## src/rtl/lt_pkg.sv

```systemverilog
`timescale 1ns/1ps
package lt_pkg;
  localparam int unsigned ADDR_W = 8;
  localparam int unsigned DATA_W = 32;

  localparam logic [ADDR_W-1:0] OFF_TICK = 8'h00;
  localparam logic [ADDR_W-1:0] OFF_ICNT = 8'h08;
  localparam logic [ADDR_W-1:0] OFF_CTL  = 8'h20;
  localparam logic [ADDR_W-1:0] OFF_STAT = 8'h30;
  localparam logic [ADDR_W-1:0] OFF_EN   = 8'h34;

  localparam int unsigned UPD_BIT = 31;

  // field order matches control bit positions [2:0]
  typedef struct packed {
    logic interval;
    logic int_run;
    logic tick_run;
  } ctl_t;
endpackage

```

## src/rtl/lt_prescaler.sv

```systemverilog
`timescale 1ns/1ps
module lt_prescaler #(
  parameter int unsigned TICK_W = 32
) (
  input  logic              clk_i,
  input  logic              rst_ni,
  input  logic              run_i,
  input  logic              load_i,
  input  logic [TICK_W-1:0] reload_i,
  output logic              tick_o
);
  logic [TICK_W-1:0] cnt_q;

  assign tick_o = run_i && (cnt_q == '0);

  always_ff @(posedge clk_i or negedge rst_ni) begin
    if (!rst_ni)       cnt_q <= '0;
    else if (load_i)   cnt_q <= reload_i;
    else if (tick_o)   cnt_q <= reload_i;
    else if (run_i)    cnt_q <= cnt_q - 1'b1;
  end

  assert_freeze_R5: assert property (@(posedge clk_i) disable iff (!rst_ni)
    (!run_i && !load_i) |=> $stable(cnt_q));

  assert_tick_reload_R2: assert property (@(posedge clk_i) disable iff (!rst_ni)
    (tick_o && !load_i) |=> (cnt_q == $past(reload_i)));
endmodule

```

## src/rtl/lt_intcnt.sv

```systemverilog
`timescale 1ns/1ps
module lt_intcnt #(
  parameter int unsigned ICNT_W = 31
) (
  input  logic              clk_i,
  input  logic              rst_ni,
  input  logic              tick_i,
  input  logic              load_i,
  input  logic              interval_i,
  input  logic [ICNT_W-1:0] reload_i,
  output logic              expire_o
);
  logic [ICNT_W-1:0] cnt_q;
  logic              done_q;

  // counts of 0 and 1 both expire on the next tick
  assign expire_o = tick_i && !done_q && (cnt_q <= ICNT_W'(1));

  always_ff @(posedge clk_i or negedge rst_ni) begin
    if (!rst_ni) begin
      cnt_q  <= '0;
      done_q <= 1'b1;
    end else if (load_i) begin
      cnt_q  <= reload_i;
      done_q <= 1'b0;
    end else if (expire_o) begin
      if (interval_i) cnt_q <= reload_i;
      else begin
        cnt_q  <= '0;
        done_q <= 1'b1;
      end
    end else if (tick_i && !done_q) begin
      cnt_q <= cnt_q - 1'b1;
    end
  end

  assert_oneshot_done_R7: assert property (@(posedge clk_i) disable iff (!rst_ni)
    (expire_o && !interval_i && !load_i) |=> done_q);

  assert_oneshot_hold_R7: assert property (@(posedge clk_i) disable iff (!rst_ni)
    (done_q && !load_i) |=> (done_q && cnt_q == '0));

  assert_interval_reload_R6: assert property (@(posedge clk_i) disable iff (!rst_ni)
    (expire_o && interval_i && !load_i) |=> (cnt_q == $past(reload_i) && !done_q));
endmodule

```

## src/rtl/lt_regs.sv

```systemverilog
`timescale 1ns/1ps
module lt_regs
  import lt_pkg::*;
#(
  parameter int unsigned TICK_W = 32,
  parameter int unsigned ICNT_W = 31
) (
  input  logic              clk_i,
  input  logic              rst_ni,
  input  logic              req_i,
  input  logic              we_i,
  input  logic [ADDR_W-1:0] addr_i,
  input  logic [DATA_W-1:0] wdata_i,
  input  logic              expire_i,
  output logic [DATA_W-1:0] rdata_o,
  output logic [TICK_W-1:0] tick_reload_o,
  output logic [ICNT_W-1:0] icnt_reload_o,
  output logic              run_o,
  output logic              load_o,
  output logic              interval_o,
  output logic              irq_o
);
  logic [TICK_W-1:0]   tick_buf_q;
  logic [UPD_BIT-1:0]  icnt_buf_q;
  logic [ICNT_W-1:0]   icnt_act_q;
  ctl_t                ctl_q;
  logic                stat_q;
  logic                en_q;

  logic wr, wr_tick, wr_icnt, wr_ctl, wr_stat, wr_en;
  logic clr_req;
  logic unused_wdata;

  assign wr      = req_i && we_i;
  assign wr_tick = wr && (addr_i == OFF_TICK);
  assign wr_icnt = wr && (addr_i == OFF_ICNT);
  assign wr_ctl  = wr && (addr_i == OFF_CTL);
  assign wr_stat = wr && (addr_i == OFF_STAT);
  assign wr_en   = wr && (addr_i == OFF_EN);
  assign clr_req = wr_stat && wdata_i[0];
  assign unused_wdata = ^wdata_i[DATA_W-1:3];

  assign run_o      = ctl_q.tick_run && ctl_q.int_run;
  assign interval_o = ctl_q.interval;
  // start edge: both start bits written while not both already set
  assign load_o     = wr_ctl && wdata_i[0] && wdata_i[1] && !run_o;

  always_ff @(posedge clk_i or negedge rst_ni) begin
    if (!rst_ni) begin
      tick_buf_q <= '0;
      icnt_buf_q <= '0;
      icnt_act_q <= '0;
      ctl_q      <= '0;
      en_q       <= 1'b0;
    end else begin
      if (wr_tick) tick_buf_q <= wdata_i[TICK_W-1:0];
      if (wr_icnt) begin
        icnt_buf_q <= wdata_i[UPD_BIT-1:0];
        if (wdata_i[UPD_BIT]) icnt_act_q <= wdata_i[ICNT_W-1:0];
      end
      if (wr_ctl) ctl_q <= ctl_t'(wdata_i[2:0]);
      if (wr_en)  en_q  <= wdata_i[0];
    end
  end

  always_ff @(posedge clk_i or negedge rst_ni) begin
    if (!rst_ni)       stat_q <= 1'b0;
    else if (expire_i) stat_q <= 1'b1;
    else if (clr_req)  stat_q <= 1'b0;
  end

  assign tick_reload_o = tick_buf_q;
  assign icnt_reload_o = icnt_act_q;
  assign irq_o         = stat_q && en_q;

  always_comb begin
    unique case (addr_i)
      OFF_TICK: rdata_o = DATA_W'(tick_buf_q);
      OFF_ICNT: rdata_o = {1'b0, icnt_buf_q};
      OFF_CTL:  rdata_o = {{(DATA_W-3){1'b0}}, ctl_q};
      OFF_STAT: rdata_o = {{(DATA_W-1){1'b0}}, stat_q};
      OFF_EN:   rdata_o = {{(DATA_W-1){1'b0}}, en_q};
      default:  rdata_o = '0;
    endcase
  end

  assert_set_wins_R8: assert property (@(posedge clk_i) disable iff (!rst_ni)
    expire_i |=> stat_q);

  assert_sticky_R8: assert property (@(posedge clk_i) disable iff (!rst_ni)
    (stat_q && !clr_req) |=> stat_q);

  assert_no_update_R4: assert property (@(posedge clk_i) disable iff (!rst_ni)
    !(wr_icnt && wdata_i[UPD_BIT]) |=> $stable(icnt_act_q));
endmodule

```

## src/rtl/local_tick_timer.sv

```systemverilog
`timescale 1ns/1ps
module local_tick_timer #(
  parameter int unsigned TICK_W = 32,
  parameter int unsigned ICNT_W = 31
) (
  input  logic        clk_i,
  input  logic        rst_ni,
  input  logic        req_i,
  input  logic        we_i,
  input  logic [7:0]  addr_i,
  input  logic [31:0] wdata_i,
  output logic [31:0] rdata_o,
  output logic        irq_o
);
  logic [TICK_W-1:0] tick_reload;
  logic [ICNT_W-1:0] icnt_reload;
  logic run, load, interval, tick, expire;

  lt_regs #(.TICK_W(TICK_W), .ICNT_W(ICNT_W)) u_regs (
    .clk_i, .rst_ni, .req_i, .we_i, .addr_i, .wdata_i,
    .expire_i      (expire),
    .rdata_o,
    .tick_reload_o (tick_reload),
    .icnt_reload_o (icnt_reload),
    .run_o         (run),
    .load_o        (load),
    .interval_o    (interval),
    .irq_o
  );

  lt_prescaler #(.TICK_W(TICK_W)) u_presc (
    .clk_i, .rst_ni,
    .run_i    (run),
    .load_i   (load),
    .reload_i (tick_reload),
    .tick_o   (tick)
  );

  lt_intcnt #(.ICNT_W(ICNT_W)) u_icnt (
    .clk_i, .rst_ni,
    .tick_i     (tick),
    .load_i     (load),
    .interval_i (interval),
    .reload_i   (icnt_reload),
    .expire_o   (expire)
  );

  assert_expire_needs_run_R5: assert property (@(posedge clk_i) disable iff (!rst_ni)
    expire |-> run);
endmodule

```

## config.mk

```make
export PLATFORM = sky130hd
export DESIGN_NAME = local_tick_timer
export DESIGN_NICKNAME = d
export VERILOG_FILES = /design/src/rtl/lt_pkg.sv /design/src/rtl/lt_prescaler.sv /design/src/rtl/lt_intcnt.sv /design/src/rtl/lt_regs.sv /design/src/rtl/local_tick_timer.sv
export SDC_FILE = /design/constraint.sdc
export NUM_CORES = 1
export LEC_CHECK = 0
export ABC_AREA = 1
export BUFFER_PORTS_ARGS = -buffer_cell sky130_fd_sc_hd__buf_4
export CORE_ASPECT_RATIO = 1.5
export CORE_MARGIN = 4
export CORE_UTILIZATION = 60
export CTS_CLUSTER_DIAMETER = 30
export DETAILED_ROUTE_END_ITERATION = 10
export GPL_TIMING_DRIVEN = 1
export PLACE_DENSITY = 0.8
export SLEW_MARGIN = 10
export SYNTH_ARGS = -nofsm -noshare
export SYNTH_HDL_FRONTEND = slang
export SYNTH_SLANG_ARGS = --single-unit
export TNS_END_PERCENT = 50
```

## constraint.sdc

```tcl
create_clock -name clk_i -period 3.5 [get_ports clk_i]
set_clock_uncertainty 0.05 [all_clocks]
set_input_delay 0.525 -clock clk_i [delete_from_list [all_inputs] [get_ports clk_i]]
set_output_delay 0.525 -clock clk_i [all_outputs]
set_load 0.05 [all_outputs]
```

# Yosys cells after proc, flatten, opt, wreduce, memory -nomap -nowiden
# Cells that the tools add are included.
[totals] reg_bits=163 output_inout_bits=33 elab_cells=57
[classes] addsub=2 magnitude_cmp=1 eq_ne=5 muxes=13 n_reduce_logical=25
[op_table] op="one-hot mux 32 bit (5 select lines)" count=1
[op_table] op="2-to-1 mux 31 bit" count=4
[op_table] op="2-to-1 mux 32 bit" count=3
[op_table] op="zero test 32 bit" count=1
[op_table] op="subtractor 32 x 1 -> 32 bit (second input constant)" count=1
[op_table] op="less-or-equal comparator 31 x 1 -> 1 bit (second input constant)" count=1
[op_table] op="subtractor 31 x 1 -> 31 bit (second input constant)" count=1
[op_table] op="equality test 8 x 6 -> 1 bit (second input constant)" count=3
[op_table] op="logical AND 1 bit" count=15
[op_table] op="equality test 8 x 4 -> 1 bit (second input constant)" count=1
[op_table] op="zero test 8 bit" count=1
[op_table] op="nonzero test 3 bit" count=2
[op_table] op="2-to-1 mux 1 bit" count=5
[op_table] op="AND reduction 2 bit" count=2
[op_table] op="nonzero test 2 bit" count=2
[op_table] op="zero test 1 bit" count=2
[op_table] op="inequality test 2 bit (second input constant)" count=1

# Longest topological paths before layout
# Gate-level depths: netlist of the first run.
[depth] word_depth=7 depth_mapped=13 mapped_depth_nobuf=12

# Hierarchy
# Synthesis of the first run repeated with hierarchy kept, for this count alone.
[unflattened] cells_unflattened=1481 hier_area_um2=10224.8
[by_module_without_submodules] module="lt_regs" instances=1 cells_per_inst=535 area_per_inst_um2=4648.2 seq_area_each_um2=2477.4
[by_module_without_submodules] module="lt_intcnt" instances=1 cells_per_inst=525 area_per_inst_um2=3004.1 seq_area_each_um2=802.0
[by_module_without_submodules] module="lt_prescaler" instances=1 cells_per_inst=421 area_per_inst_um2=2572.5 seq_area_each_um2=800.8

# Worst setup path after synthesis of the first run
# OpenSTA, ideal clock, no wires.
[synth_timing] path_type="input to output" from="input addr_i[1]" to="output rdata_o[11]" arrival_ps=2033 setup_slack_ps=892 stages=6 n_path_buf=1 path_cell_list="nor2_2 nand2_1 nor2_1 nand2_1 buf_1 o22ai_1"
[synth_via] elab_chain_len=2 elab_cells_between_ends=6
[synth_lines] item="start: declaration" line_no="local_tick_timer.sv:10" source="input logic [7:0] addr_i,"
[synth_lines] item="equality test 8 x 6 -> 1 bit (tied with other cells)" line_no="lt_regs.sv:77" source="unique case (addr_i)"
[synth_lines] item="one-hot mux 32 bit (5 select lines) (*)" line_no="lt_regs.sv:77"
[synth_lines] item="end: declaration" line_no="local_tick_timer.sv:12" source="output logic [31:0] rdata_o,"
# Every way passes the cells marked *; elsewhere a longest branch is shown, timed or not.

# Worst setup path in the final report of the first run
[layout_timing] from="input addr_i[7]" to="output rdata_o[1]"
# Same word-level chain as after synthesis.

==> results of run 1 <==
==> worst paths after layout <==
| path | cells after the start | to | start |
|---|---|---|---|
| min reg2reg | 2 | u_regs.icnt_buf_q[21]$_DFFE_PN0P_ | u_regs.icnt_buf_q[21]$_DFFE_PN0P_ |
| max reg2reg | 10 | u_presc.cnt_q[5]$_DFFE_PN0P_ | u_presc.cnt_q[11]$_DFFE_PN0P_ |
| max | 8 | rdata_o[1] | addr_i[7] |
| min | 1 | u_regs.tick_reload_o[10]$_DFFE_PN0P_ | rst_ni |
| max in group asynchronous | 2 | u_regs.icnt_reload_o[19]$_DFFE_PN0P_ | rst_ni |
| min in group clk_i | 3 | u_regs.interval_o$_DFFE_PN0N_ | wdata_i[2] |
==> power by group through the flow <==
stage                     clock network (µW)  registers (µW)  logic (µW)
after CTS                               1730            2320         804
after detailed placement                   0            2340         797
final                                   1720            2320         800
after floorplan                            0            2280         578
after global routing                    1810            2350         925
after global placement                     0            2340         778
==> flip-flops by register name, indices dropped and copies added (netlist names) <==
name	flops
u_presc.cnt_q	32
u_regs.tick_reload_o	32
u_icnt.cnt_q	31
u_regs.icnt_buf_q	31
u_regs.icnt_reload_o	31
u_regs.ctl_q	2
u_icnt.done_q	1
u_regs.en_q	1
u_regs.interval_o	1
u_regs.stat_q	1
==> cells by family after synthesis <==
group / after synthesis / share of synthesized area
and+or+nand+nor: 815 / 0.347
xor gates and xnor gates: 41 / 0.0371
adders and majority gates: 4 / 0.00516
AOI/OAI and AO/OA: 162 / 0.0886
DFF: 163 / 0.421
buffers and inverters: 240 / 0.100
muxes: 1 / 0.00116
==> metrics by stage <==
| step | utilization | setup slack, ns | area [µm²] |
|---|---|---|---|
| 4_1_cts | 0.693 | 0.649 | 10900 |
| 3_5_place_dp | 0.659 | 0.660 | 10400 |
| 2_1_floorplan | - | 0.892 | 9690 |
| 3_3_place_gp | 0.659 | 0.708 | 10400 |
| 6_report | 0.693 | 0.588 | 10900 |
| 5_1_grt | 0.693 | 0.454 | 10900 |
==> final cells by class <==
cell class / instances / area [µm²]
inverter: 182 / 683
clock inverter: 11 / 80.1
multi-input combinational: 1023 / 4660
fill: 1381 / 4840
timing repair buffer: 92 / 719
clock buffer: 21 / 450
tap: 203 / 254
sequential: 163 / 4080
==> critical path: stages <==
cell and delay, ns:
buf_4 0.11, nor2_1 0.27, nand3_1 0.18, nor2_1 0.18, nand2_1 0.34, buf_12 0.29, o221ai_1 0.19, buf_4 0.23
==> Yosys cell counts (13+ instances only) <==
library cell | instances | share of area
inv_1 | 156 | 0.060
nand2_1 | 525 | 0.20
o21ai_1 | 24 | 0.012
xnor2_1 | 19 | 0.017
o21ai_0 | 75 | 0.039
clkinv_1 | 22 | 0.0085
dfrtp_1 | 162 | 0.42
o22ai_1 | 28 | 0.018
nand4_1 | 14 | 0.0090
xor2_1 | 22 | 0.020
nand3_1 | 113 | 0.058
clkbuf_1 | 34 | 0.013
a21oi_1 | 31 | 0.016
nor2_1 | 128 | 0.050
buf_2 | 13 | 0.0067
==> per-layer routing <==
| metal | GRT usage | up-vias |
|---|---|---|
| met3 | 0.0437 | 92 |
| li1 | - | 4544 |
| met1 | 0.370 | 4383 |
| met5 | 0 | - |
| met2 | 0.529 | 346 |
| met4 | 0.172 | 0 |
==> results.md, run 1 <==
* CP startpoint kind: primary input
* Clk pwr share at 0.355
* Layout cells sized above 1 at 0.103
* Fin crit period at 2.91 ns
* Met3 Wirelength at 1.71 mm
* Mapped Cells at 1,426
* Logic gate share of total power at 0.165
* Run status: complete, no violations
* Fmax at ~0.34 GHz
* HP Class: primary input to asynchronous set/reset pin
* Largest net degree at the start of global routing at 73
* Synth-to-layout area growth at 12.7%
* Synth Register Bits at about 160
* Met2 wire len at approximately 14 mm
* Psw at 1510 µW
* Via count at 9,365
* Flop pwr share at 0.480
* Synth Cell Area at about 0.0097 mm²
* Core Rows at 56
* WHS at 0.0363 ns
* Register area share after synthesis at 0.421
* Inst Count DP at approximately 1.7k
* Syn Nets at around 1.5k
* First-pass iteration count of the detailed router at 7
* Total of max-cap violations at 0
* Synth Flop Type: dfrtp_1
* Post-CTS sizing at 0
* TritonCTS Sinks at 163
* Worst-path clk slew at approximately 0.070 ns
* Post-synthesis cell type count at 33
* Pleak at ~0.0050 µW
* Core Footprint at roughly 0.016 mm²
* Vias in the first global route at around 9k
* Worst slew pin tran at ~1.1 ns
* Sum Neg Setup Slack at 0 ns
* Routed Antenna Nets at 0
* Hold_buf cts at 0
* Port bufs at 76
* Synth Warn # at 0
* Switching share of power at 0.312
* Post-Route WL at between 20 and 30 mm
* DR DRC count at 0
* Antenna violations before repair at 0
* Cell Int Power at roughly 3300 µW
* R2R setup slack at 1.05 ns
* Iter 0 DRT Violations at 751
* Unrepaired setup endpoints after global routing: false
* Worst path required time at between 2 and 3 ns
* Most common cell after layout, fill and taps aside: nand2_1
* Die height at roughly 160 µm
* CTS Buffer Depth at 2
* Worst vdd ir at between 0.3 and 0.4 mV
* Final slew viol count at 0
* First-pass GRT wire length at around 45 mm
* Avg Cell Area, Syn at 6.80 µm²
* Non-Filler Instances at about 1.7k
* Root buffer cell: clkbuf_16
* Ant diodes at 0
* PwrDens at 443 mW/mm²
* Post-synth EDFFs at 0
* Die area at between 0.015 and 0.02 mm²
* Initial core utilization at 0.615
* CTS tree: built
* Endpoints failing setup at 0
* IO Pins at 77
* Detail Placement HPWL at around 20 mm
* Routability cong. at a little over 1
* Final nets at roughly 1.5k
* Htree depth at 4
* CP max FO at 20
* Slew Limit Headroom at 0.247
* Worst EP arrival at between 2 and 2.5 ns
* Max Used Layer: met4
* Overflow after GRT at 0
* Clk Latency, worst-skew pair at roughly 0.42 ns
* Commonest non-fill, non-tap cells in the layout: nand2_1, dfrtp_1, inv_1, nor2_1, nand3_1
* CP endpoint kind: primary output
* CTS Buf Count at 17
* Wirelength per Cell at around 16 µm
* Wl on met1 at roughly 11 mm
* Detailed-route vias per instance at 5.53
* Asr flop ratio synth at 1.00
* Die W at approximately 110 µm
* Tcrit/Tclk final at 0.832
* Final hold violation count at 0
* GRT Overall Usage at 0.308
* Overall Power at between 4000 and 5000 µW
* Setup CP Type: primary input to primary output
* Post-CTS Setup Bufs at 0
Power figures use the tool's default switching activity.
==> inputs of run 2 (changes only) <==
==> constraint.sdc (replaced) <==
create_clock -name clk_i -period 2.8 [get_ports clk_i]
set_clock_uncertainty 0.05 [all_clocks]
set_input_delay 0.42 -clock clk_i [delete_from_list [all_inputs] [get_ports clk_i]]
set_output_delay 0.42 -clock clk_i [all_outputs]
set_load 0.05 [all_outputs]
==> results.md, run 2 (synthesis gave the netlist of run 1 again) <==
* Layout cells sized above 1 at 0.110 (+0.00723)
* Core Footprint at 0.0158 mm² (unchanged)
* Routability cong. at 1.02 (+0.39%)
* Worst path required time at 2.33 ns (-0.59 ns)
* HP Class: primary input to register
* Setup CP Type: primary input to primary output
* Ant diodes at 0 (unchanged)
* Final hold violation count at 0 (unchanged)
* Detailed-route vias per instance at 5.46 (-1.2%)
* Fmax at 0.403 GHz
* Clk Latency, worst-skew pair at 0.43 ns (about the same)
* IO Pins at 77 (unchanged)
* Endpoints failing setup at 0 (unchanged)
* Die W at 112 µm (unchanged)
* Via count at 9,309 (-0.60%)
* Core Util, Final at 0.703 (+0.0106)
* CP endpoint kind: primary output
* Overflow after GRT at 0 (unchanged)
* Slew Limit Headroom at 0.279 (+0.0321)
* Root buffer cell: clkbuf_16
* Commonest non-fill, non-tap cells in the layout: nand2_1, dfrtp_1, inv_1, nor2_1, nand3_1
* Pleak at 0.00505 µW (+1.5%)
* Synth-to-layout area growth at 14.4%
* Reg-to-reg startpoint: u_presc.cnt_q[8]$_DFFE_PN0P_
* Die height at 164 µm (unchanged)
* Wirelength per Cell at 16.3 µm (-0.46%)
* CTS Buffer Depth at 2 (unchanged)
* Hold Crit Depth at 3
* CP max FO at 20 (unchanged)
* Run status: complete, no violations
* CTS tree: built
* CTS Buf Count at 17 (unchanged)
* Total of max-cap violations at 0 (unchanged)
* Worst vdd ir at 0.321 mV (+0.72%)
* Fin crit period at about 2.5 ns
* Core Rows at 56 (unchanged)
* DR DRC count at 0 (unchanged)
* Post-Route WL at 27.8 mm (+0.19%)
* R2R setup slack at 0.45 ns (-0.60 ns)
* Hold EP: u_regs.interval_o$_DFFE_PN0N_
* Initial core utilization at 0.615 (unchanged)
* PwrDens at 569 mW/mm² (+28%)
* Post-CTS sizing at 0 (unchanged)
* Most common cell after layout, fill and taps aside: nand2_1
* Worst slew pin tran at 1.08 ns (-0.0480 ns)
* Final nets at 1,538 (+0.72%)
* First-pass iteration count of the detailed router at 5 (-2)
* GRT Overall Usage at 0.314 (+0.00653)
* Antenna violations before repair at 0 (unchanged)
* Post-CTS Setup Bufs at 0 (unchanged)
* Worst-path clk slew at 0.07 ns (about the same)
* Vias in the first global route at 9,305 (+2.9%)
* Htree depth at 4 (unchanged)
* Tcrit/Tclk final at 0.886
* Sum Neg Setup Slack at 0 ns (unchanged)
* TritonCTS Sinks at 163 (unchanged)
* Unrepaired setup endpoints after global routing: false
* First-pass GRT wire length at 45.5 mm (+1.9%)
* Detail Placement HPWL at 20.0 mm (+0.42%)
* Worst reg2reg endpoint: u_icnt.cnt_q[22]$_DFFE_PN0P_
* Hold path start: wdata_i[2]
* Worst EP arrival at 2.01 ns (-0.33 ns)
* Largest net degree at the start of global routing at 63 (-14%)
* Final slew viol count at 0 (unchanged)
* Die area at 0.0183 mm² (unchanged)
* R2R depth at 11 (+1)
* Iter 0 DRT Violations at 753 (+0.27%)
* Routed Antenna Nets at 0 (unchanged)
* CP startpoint kind: primary input
* Port bufs at 76 (unchanged)
-- run 2: cell count changes in the layout (fill, tap and decap cells not counted), sizes merged --
cell         previous run  this run
clkbuf                 21        20
buf                    92       102
clkinv                 30        23
bufinv                  0         2
dlygate4sd3             0         1
inv                   162       165
clkinvlp                1         4
-- run 2: stage by stage --
| stage | hold slack, ns | std cells | instance area [µm²] | setup WS, ns | total power [µW] |
|---|---|---|---|---|---|
| 2_1_floorplan | 0.0744 | 1426 | 9690 | 0.402 | 3570 |
| 3_3_place_gp | 0.391 | 1673 | 10500 | 0.366 | 3900 |
| 3_5_place_dp | 0.387 | 1673 | 10500 | 0.342 | 3930 |
| 4_1_cts | 0.197 | 1706 | 11100 | 0.348 | 6320 |
| 5_1_grt | 0.212 | 1706 | 11100 | 0.233 | 6630 |
| 6_report | 0.206 | 1706 | 11100 | 0.319 | 6310 |
-- run 2: what timing repair did --
item	in CTS	in global routing
hold buffers	1	0
endpoints found under the hold margin	55	0
setup endpoints to repair	0	0
-- run 2: layer usage --
| metal | part of all wire | up-vias | GRT usage | wire (µm) |
|---|---|---|---|---|
| met5 | 0 | - | 0 | 0 |
| met4 | 0.061 | 0 | 0.191 | 1680 |
| met3 | 0.050 | 99 | 0.0486 | 1390 |
| met2 | 0.49 | 295 | 0.531 | 13700 |
| met1 | 0.40 | 4350 | 0.378 | 11000 |
| li1 | - | 4565 | - | - |
-- run 2: cell type report --
type	instances	area (µm²)
tap	203	254
sequential	163	4080
timing repair buffer	103	817
inverter	182	683
clock inverter	12	144
multi-input combinational	1023	4660
fill	1365	4670
clock buffer	20	457
-- run 2: worst max-delay path by stage --
stage / startpoint / endpoint / slack (ns) / depth (start not counted)
2_1_floorplan: addr_i[1] / rdata_o[11] / 0.40 / 6
3_3_place_gp: addr_i[7] / rdata_o[2] / 0.37 / 8
3_5_place_dp: addr_i[1] / rdata_o[2] / 0.34 / 8
4_1_cts: addr_i[1] / rdata_o[2] / 0.35 / 8
5_1_grt: u_presc.cnt_q[11]$_DFFE_PN0P_ / u_icnt.cnt_q[16]$_DFFE_PN0P_ / 0.23 / 11
6_report: addr_i[1] / rdata_o[2] / 0.32 / 8
-- run 2: power by group --
part	leakage (µW)	switching [µW]	internal, µW
Clock	0.000284	1020	1380
Combinational	0.00278	592	410
Sequential	0.00199	305	2600
Total	0.00505	1920	4390
-- run 2: critical path, stage by stage --
cell and delay [ns]:
buf_4 0.11, nor2_2 0.23, nand2_1 0.17, nor2_1 0.19, nand2_1 0.09, buf_4 0.22
o221ai_1 0.30, buf_4 0.26
